File: config.mk
export PLATFORM = sky130hd
export DESIGN_NAME = plf_framer
export DESIGN_NICKNAME = d
export VERILOG_FILES = /design/src/rtl/plf_pkg.sv /design/src/rtl/plf_slot_counter.sv /design/src/rtl/plf_gold_scrambler.sv /design/src/rtl/plf_hdr_gen.sv /design/src/rtl/plf_framer.sv
export SDC_FILE = /design/constraint.sdc
export NUM_CORES = 1
export LEC_CHECK = 0
export BUFFER_PORTS_ARGS = -buffer_cell sky130_fd_sc_hd__buf_2
export CORE_ASPECT_RATIO = 0.8
export CORE_UTILIZATION = 52
export DETAILED_ROUTE_END_ITERATION = 6
export PLACE_DENSITY = 0.81
export SYNTH_ARGS = -nofsm -noshare
export SYNTH_HDL_FRONTEND = slang
export SYNTH_SLANG_ARGS = --single-unit
File: constraint.sdc
create_clock -name clk -period 5.6 [get_ports clk]
set_input_delay 0.56 -clock clk [delete_from_list [all_inputs] [get_ports clk]]
set_output_delay 0.56 -clock clk [all_outputs]
set_load 0.02 [all_outputs]
File: src/rtl/plf_pkg.sv
package plf_pkg;

    // Which part of a frame the framer is producing.
    typedef enum logic {
        SEG_HDR  = 1'b0,
        SEG_BODY = 1'b1
    } seg_e;

    // Scrambler register length and start values.
    localparam int           GOLD_LEN = 18;
    localparam logic [17:0]  X_SEED   = 18'h00001;
    localparam logic [17:0]  Y_SEED   = 18'h3FFFF;

endpackage

File: src/rtl/plf_slot_counter.sv
module plf_slot_counter #(
    parameter int SLOT_LEN  = 90,
    parameter int MAX_SLOTS = 360,
    parameter int IDX_W     = $clog2(SLOT_LEN),
    parameter int SLOT_W    = $clog2(MAX_SLOTS + 1)
) (
    input  logic              clk,
    input  logic              rst_n,
    input  logic [SLOT_W-1:0] seg_slots,
    output logic [IDX_W-1:0]  sym_idx,
    output logic [SLOT_W-1:0] slot_idx,
    output logic              seg_first,
    output logic              seg_last
);

    typedef struct packed {
        logic [IDX_W-1:0]  sym;
        logic [SLOT_W-1:0] slot;
    } cnt_t;

    cnt_t cnt_d, cnt_q;
    logic slot_end;

    always_comb begin
        slot_end  = (cnt_q.sym == IDX_W'(SLOT_LEN - 1));
        seg_last  = slot_end && (cnt_q.slot == (seg_slots - 1'b1));
        seg_first = (cnt_q.sym == '0) && (cnt_q.slot == '0);
        cnt_d     = cnt_q;
        if (seg_last) begin
            cnt_d = '0;
        end else if (slot_end) begin
            cnt_d.sym  = '0;
            cnt_d.slot = cnt_q.slot + 1'b1;
        end else begin
            cnt_d.sym = cnt_q.sym + 1'b1;
        end
    end

    always_ff @(posedge clk) begin
        if (!rst_n) cnt_q <= '0;
        else        cnt_q <= cnt_d;
    end

    assign sym_idx  = cnt_q.sym;
    assign slot_idx = cnt_q.slot;

    // the symbol index never leaves the slot
    p_sym_in_slot_r1: assert property (@(posedge clk) disable iff (!rst_n)
        cnt_q.sym < IDX_W'(SLOT_LEN));

    // the slot index stays inside the current segment
    p_slot_in_seg_r1: assert property (@(posedge clk) disable iff (!rst_n)
        cnt_q.slot < seg_slots);

endmodule

File: src/rtl/plf_gold_scrambler.sv
module plf_gold_scrambler
    import plf_pkg::*;
#(
    parameter int SYM_W = 8
) (
    input  logic                    clk,
    input  logic                    rst_n,
    input  logic                    restart,
    input  logic                    advance,
    input  logic signed [SYM_W-1:0] in_i,
    input  logic signed [SYM_W-1:0] in_q,
    output logic signed [SYM_W-1:0] out_i,
    output logic signed [SYM_W-1:0] out_q
);

    typedef struct packed {
        logic [GOLD_LEN-1:0] x;
        logic [GOLD_LEN-1:0] y;
    } gold_t;

    gold_t st_d, st_q;
    logic  z_main, z_side;
    logic [1:0] rn;

    always_comb begin
        z_main = st_q.x[0] ^ st_q.y[0];
        z_side = st_q.x[4] ^ st_q.x[6] ^ st_q.x[15]
               ^ st_q.y[5] ^ st_q.y[6] ^ (^st_q.y[17:8]);
        rn     = {z_main, z_side};

        unique case (rn)
            2'd0: begin out_i = in_i;  out_q = in_q;  end
            2'd1: begin out_i = -in_q; out_q = in_i;  end
            2'd2: begin out_i = -in_i; out_q = -in_q; end
            default: begin out_i = in_q; out_q = -in_i; end
        endcase

        st_d = st_q;
        if (restart) begin
            st_d.x = X_SEED;
            st_d.y = Y_SEED;
        end else if (advance) begin
            st_d.x = {st_q.x[7] ^ st_q.x[0], st_q.x[GOLD_LEN-1:1]};
            st_d.y = {st_q.y[10] ^ st_q.y[7] ^ st_q.y[5] ^ st_q.y[0],
                      st_q.y[GOLD_LEN-1:1]};
        end
    end

    always_ff @(posedge clk) begin
        if (!rst_n) begin
            st_q.x <= X_SEED;
            st_q.y <= Y_SEED;
        end else begin
            st_q <= st_d;
        end
    end

    // a restart request leaves both registers at their seeds
    p_restart_seeds_r7: assert property (@(posedge clk) disable iff (!rst_n)
        restart |=> (st_q.x == X_SEED) && (st_q.y == Y_SEED));

    // the m-sequence registers never fall into the all-zero lock-up state
    p_no_lockup_r7: assert property (@(posedge clk) disable iff (!rst_n)
        (st_q.x != '0) && (st_q.y != '0));

endmodule

File: src/rtl/plf_hdr_gen.sv
module plf_hdr_gen #(
    parameter int              SLOT_LEN   = 90,
    parameter int              SOF_LEN    = 26,
    parameter int              WORD_LEN   = 64,
    parameter logic [25:0]     SOF_PAT    = 26'h18D2E82,
    parameter logic [63:0]     WORD_DATA  = 64'h0,
    parameter logic [63:0]     WORD_DUMMY = 64'h0,
    parameter int              SYM_W      = 8,
    parameter int              AMP        = 90,
    parameter int              IDX_W      = $clog2(SLOT_LEN)
) (
    input  logic [IDX_W-1:0]        idx,
    input  logic                    dummy,
    output logic signed [SYM_W-1:0] hdr_i,
    output logic signed [SYM_W-1:0] hdr_q
);

    localparam logic signed [SYM_W-1:0] POS = SYM_W'(AMP);
    localparam logic signed [SYM_W-1:0] NEG = -SYM_W'(AMP);

    logic [WORD_LEN-1:0] word;
    logic                bit_v;
    int                  k;

    always_comb begin
        word = dummy ? WORD_DUMMY[WORD_LEN-1:0] : WORD_DATA[WORD_LEN-1:0];
        k    = int'(idx);
        if (k < SOF_LEN) bit_v = SOF_PAT[SOF_LEN - 1 - k];
        else             bit_v = word[WORD_LEN - 1 - (k - SOF_LEN)];
        hdr_i = bit_v ? NEG : POS;
        hdr_q = bit_v ? NEG : POS;
    end

endmodule

File: src/rtl/plf_framer.sv
module plf_framer
    import plf_pkg::*;
#(
    parameter int          SLOT_LEN    = 90,
    parameter int          SOF_LEN     = 26,
    parameter int          WORD_LEN    = 64,
    parameter int          PAY_SLOTS   = 360,
    parameter int          DUMMY_SLOTS = 36,
    parameter int          SYM_W       = 8,
    parameter int          AMP         = 90,
    parameter int          AVAIL_W     = 16,
    parameter logic [25:0] SOF_PAT     = 26'h18D2E82,
    parameter logic [63:0] WORD_DATA   = 64'h9C3A_51E7_06BD_F248,
    parameter logic [63:0] WORD_DUMMY  = 64'h33CC_0FF0_A55A_6996
) (
    input  logic                    clk,
    input  logic                    rst_n,
    input  logic [AVAIL_W-1:0]      sym_avail,
    input  logic signed [SYM_W-1:0] sym_i,
    input  logic signed [SYM_W-1:0] sym_q,
    output logic                    sym_pop,
    output logic                    out_valid,
    output logic signed [SYM_W-1:0] out_i,
    output logic signed [SYM_W-1:0] out_q,
    output logic                    out_hdr,
    output logic                    out_start,
    output logic                    out_dummy
);

    localparam int MAX_SLOTS = (PAY_SLOTS > DUMMY_SLOTS) ? PAY_SLOTS : DUMMY_SLOTS;
    localparam int IDX_W     = $clog2(SLOT_LEN);
    localparam int SLOT_W    = $clog2(MAX_SLOTS + 1);
    localparam int FULL_SYMS = PAY_SLOTS * SLOT_LEN;
    localparam logic signed [SYM_W-1:0] AMP_V = SYM_W'(AMP);

    typedef struct packed {
        seg_e                    seg;
        logic                    full;
        logic                    valid;
        logic signed [SYM_W-1:0] oi;
        logic signed [SYM_W-1:0] oq;
        logic                    hdr;
        logic                    start;
        logic                    dummy;
    } frm_t;

    frm_t st_d, st_q;

    logic [IDX_W-1:0]        sym_idx;
    logic [SLOT_W-1:0]       slot_idx;
    logic [SLOT_W-1:0]       seg_slots;
    logic                    seg_first, seg_last;
    logic                    hdr_first, full_now;
    logic                    scr_restart, scr_advance;
    logic signed [SYM_W-1:0] scr_in_i, scr_in_q, scr_out_i, scr_out_q;
    logic signed [SYM_W-1:0] hdr_i, hdr_q;

    plf_slot_counter #(
        .SLOT_LEN (SLOT_LEN),
        .MAX_SLOTS(MAX_SLOTS),
        .IDX_W    (IDX_W),
        .SLOT_W   (SLOT_W)
    ) u_cnt (
        .clk      (clk),
        .rst_n    (rst_n),
        .seg_slots(seg_slots),
        .sym_idx  (sym_idx),
        .slot_idx (slot_idx),
        .seg_first(seg_first),
        .seg_last (seg_last)
    );

    plf_hdr_gen #(
        .SLOT_LEN  (SLOT_LEN),
        .SOF_LEN   (SOF_LEN),
        .WORD_LEN  (WORD_LEN),
        .SOF_PAT   (SOF_PAT),
        .WORD_DATA (WORD_DATA),
        .WORD_DUMMY(WORD_DUMMY),
        .SYM_W     (SYM_W),
        .AMP       (AMP),
        .IDX_W     (IDX_W)
    ) u_hdr (
        .idx  (sym_idx),
        .dummy(!full_now),
        .hdr_i(hdr_i),
        .hdr_q(hdr_q)
    );

    plf_gold_scrambler #(
        .SYM_W(SYM_W)
    ) u_scr (
        .clk    (clk),
        .rst_n  (rst_n),
        .restart(scr_restart),
        .advance(scr_advance),
        .in_i   (scr_in_i),
        .in_q   (scr_in_q),
        .out_i  (scr_out_i),
        .out_q  (scr_out_q)
    );

    always_comb begin
        hdr_first = (st_q.seg == SEG_HDR) && seg_first;
        full_now  = hdr_first ? (32'(sym_avail) >= FULL_SYMS) : st_q.full;

        if (st_q.seg == SEG_HDR) seg_slots = SLOT_W'(1);
        else if (full_now)       seg_slots = SLOT_W'(PAY_SLOTS);
        else                     seg_slots = SLOT_W'(DUMMY_SLOTS);

        sym_pop     = (st_q.seg == SEG_BODY) && full_now;
        scr_in_i    = sym_pop ? sym_i : AMP_V;
        scr_in_q    = sym_pop ? sym_q : AMP_V;
        scr_restart = (st_q.seg == SEG_HDR);
        scr_advance = (st_q.seg == SEG_BODY);

        st_d       = st_q;
        st_d.full  = full_now;
        st_d.valid = 1'b1;
        st_d.dummy = !full_now;
        if (st_q.seg == SEG_HDR) begin
            st_d.oi    = hdr_i;
            st_d.oq    = hdr_q;
            st_d.hdr   = 1'b1;
            st_d.start = hdr_first;
        end else begin
            st_d.oi    = scr_out_i;
            st_d.oq    = scr_out_q;
            st_d.hdr   = 1'b0;
            st_d.start = 1'b0;
        end
        if (seg_last) st_d.seg = (st_q.seg == SEG_HDR) ? SEG_BODY : SEG_HDR;
    end

    always_ff @(posedge clk) begin
        if (!rst_n) st_q <= '0;
        else        st_q <= st_d;
    end

    assign out_valid = st_q.valid;
    assign out_i     = st_q.oi;
    assign out_q     = st_q.oq;
    assign out_hdr   = st_q.hdr;
    assign out_start = st_q.start;
    assign out_dummy = st_q.dummy;

    // a pop is only issued while the queue reports data
    p_pop_has_data_r6: assert property (@(posedge clk) disable iff (!rst_n)
        sym_pop |-> (sym_avail != '0));

    // every header on the output begins with the frame-start marker
    p_hdr_opens_frame_r1: assert property (@(posedge clk) disable iff (!rst_n)
        $rose(out_hdr) |-> out_start);

    // once valid, the output stays valid
    p_valid_holds_r8: assert property (@(posedge clk) disable iff (!rst_n)
        out_valid |=> out_valid);

    // the frame kind cannot change inside a body
    p_kind_held_r4: assert property (@(posedge clk) disable iff (!rst_n)
        (st_q.seg == SEG_BODY) |-> $stable(st_q.full));

endmodule

==> reports/results.tsv <==
metric	value	unit
whs	0.413	ns
worstPathArrival	4.63	ns
critical_path_buf_inv_count	2	
initial_core_util	54.6	%
reg2reg_depth	14	
antenna_cells	0	
wirelength	10.1	mm
slowest_stage	dfxtp_1	
fin_crit_sh	77.7	%
worstHoldEndpoint	u_scr.st_q[2]	
syn_avg_cell_area	8.57	um2
cts_root_buf	clkbuf_8	
end_kind	register	
cp_common_cell	ha_1	
netlist_instances	513	
dpl.hpwl	7.11	mm
clock.fmax	230	MHz
ios	55	
postLayoutCellArea	0.00477	mm2
async_flop_share	0	%
clockBufferDepth	2	
start_kind	register	
ys.warnings.count	0	
grt_pass1_wl	16.1	mm
grt_pass1_vias	3473	
routed_via_density	5.91	
via_count	3828	
worst_slew_pin_slew	1.14	ns
crit_type	reg2reg	
ys_ff_latch	74	
p_sw_share	29.2	%
seqCellArea	0.00148	mm2
dp_slack	1.38	ns
ys.flop_type	dfxtp_1	
coreArea	0.00806	mm2
nFillCells	690	
hp-start	u_scr.st_q[3]	
cts_num_sinks	74	
drive_above_1_share	18.1	%
placed_cell_area	0.00456	mm2
crit_required	5.87	ns
status	finished clean	
grt_use_total	22.7	%
num_rows	29	
crit_chain	inv_2, ha_1, nand4b_2, nor3_2, nor2_2, inv_1, ha_1, nor2b_1, or3_1, a221o_1, a21o_1, o311ai_1, o311ai_2, a22oi_1	
synthesis.area	0.00440	mm2
power_frac_comb	16.6	%
drtPass1Iterations	5	
clock_latency	0.35	ns
timing.rr.start	u_cnt.sym_idx[1]	
grt_max_degree	35	
tns	0	ns
antenna_found_initial	0	
gp_congestion	0.915	
cts_max_level	3	
post_cts_buffers	0	
synth.distinct_cells	79	
multi_input_area	0.00260	mm2
power_frac_clock	36.7	%
ff2ff_setup_slack	1.25	ns
pwr-share-seq	46.7	%
nNetsFinal	586	
grt.overflow.total	0	
hold_buffers	0	
hold_path_depth	1	
rsz0062_at_grt	false	
drt_iter0_drc	295	
hp-class	reg2reg	
cap_violations	0	
hold_viol	0	
p_switching	344	uW
clk_pin_slew	0.08	ns
crit_cells	14	
io_buffers	50	
power.density	247	mW/mm2
die_w	105	um
max_stage_delay	0.86	ns
tritoncts	yes	
area_growth	8.39	%
crit_path_max_fanout	23	
rr_endpoint	out_i[7]	
p_leak	2.00	nW
die_area	0.00883	mm2
setup_viol	0	
timing.final.crit_period	4.35	ns
cts_resized	0	
p_int	835	uW
die_height	84.3	um
drcViolationCount	0	
synth_nets	564	
detail-route-antenna-nets	0	
ir_drop	0.135	mV
wl_per_cell	15.5	um
drv_slew	0	
relSlewSlack	24.1	%
cts_buffers	9	
clock_skew	0.0127	ns
crit_family	simple AND/OR/NAND/NOR gates	
ys_seq_area_share	33.7	%
fin_ws	1.25	ns
synth_enable_flop_cells	0	
final_util	59.2	%
## worst max path at each step
stage	start	endpoint	slack, ns
floorplan	sym_avail[8]	out_i[3]	2.04
global placement	u_cnt.sym_idx[1]	out_i[3]	1.48
detailed placement	u_cnt.sym_idx[1]	out_i[5]	1.38
CTS	u_cnt.sym_idx[1]	out_i[5]	1.33
global route	u_cnt.sym_idx[1]	out_i[5]	0.96
finish	u_cnt.sym_idx[1]	out_i[7]	1.25
## per-stage QoR
step | cells | total power [mW]
final | 648 | 1.18
after global placement | 632 | 0.750
after detailed placement | 632 | 0.754
after floorplan | 513 | 0.710
after global routing | 648 | 1.23
after CTS | 648 | 1.18
## registers in the layout (all words and copies together), names as in the netlist
signal / flops
u_scr.st_q: 36
u_cnt.slot_idx: 9
out_i: 8
out_q: 8
u_cnt.sym_idx: 7
out_dummy: 1
out_hdr: 1
out_start: 1
out_valid: 1
scr_advance: 1
st_q: 1
## power groups by stage
stage | Clock [mW] | Sequential [mW] | Combinational (mW)
floorplan | 0 | 0.560 | 0.151
global placement | 0 | 0.563 | 0.187
detailed placement | 0 | 0.563 | 0.191
CTS | 0.435 | 0.551 | 0.192
global route | 0.459 | 0.553 | 0.214
finish | 0.432 | 0.551 | 0.196
## Yosys cell counts, drive strengths merged (5+ instances only)
library cell / n / share of area (%)
o21ai: 33 / 3.8
nand2: 39 / 3.3
nand4: 6 / 0.85
nor3: 19 / 2.8
buf: 29 / 4.6
inv: 15 / 1.3
clkbuf: 14 / 1.2
o311ai: 5 / 1.2
and3: 22 / 3.2
a21oi: 23 / 2.9
xor2: 13 / 2.6
ha: 17 / 4.8
nand3: 9 / 1.1
nand2b: 19 / 2.7
nor2: 51 / 4.5
a31oi: 15 / 2.5
nor2b: 6 / 0.85
mux2i: 5 / 1.1
dfxtp: 74 / 34
o211ai: 9 / 1.7
xnor2: 22 / 4.6
## cell type report
cell class	count	area share [%]
clock buffer	10	2.89
sequential	74	31.1
multi-input combinational	381	54.6
clock inverter	6	1.52
timing repair buffer	54	5.88
tap	108	2.83
inverter	15	1.18
## worst reg2reg max path, cell delays in order, from the launching register on
cell      delay (ns)
dfxtp_1         0.86
inv_2           0.31
ha_1            0.32
nand4b_2        0.17
nor3_2          0.10
nor2_2          0.34
inv_1           0.15
ha_1            0.36
nor2b_1         0.16
or3_1           0.38
a221o_1         0.33
a21o_1          0.21
o311ai_1        0.16
o311ai_2        0.23
a22oi_1         0.19
## placed cells by master (no fill, tap or decap), drive strengths merged, types with 5 or more instances in the layout
cell type and instances:
dfxtp 74, buf 54, nor2 51, nand2 39
o21ai 33, a21oi 23, and3 22, xnor2 22
nand2b 19, nor3 19, ha 17, inv 17
a31oi 15, xor2 13, clkbuf 10, nand3 9
o211ai 9, nand4 6, nor2b 6, mux2i 5
o311ai 5
## metal layers
layer  GRT usage, %  up-vias  wire, um  share of wire (%)
li1               -     1860         -                  -
met4           9.09        0       208                2.1
met5              0        -         0                  0
met2           34.6      161      4310                 43
met3           5.12       23       768                7.6
met1           31.1     1784      4780                 48
## cell families after synthesis
| kind of cell | after synthesis | synth area share, % |
|---|---|---|
| AND/OR/NAND/NOR | 194 | 23.8 |
| multiplexers | 9 | 2.16 |
| XOR/XNOR | 38 | 8.68 |
| adder cells (fa/ha/maj) | 17 | 4.84 |
| buffers and inverters | 58 | 7.11 |
| AO/OA/AOI/OAI | 123 | 19.7 |
| flip-flops | 74 | 33.7 |
Power figures use the tool's default switching activity.
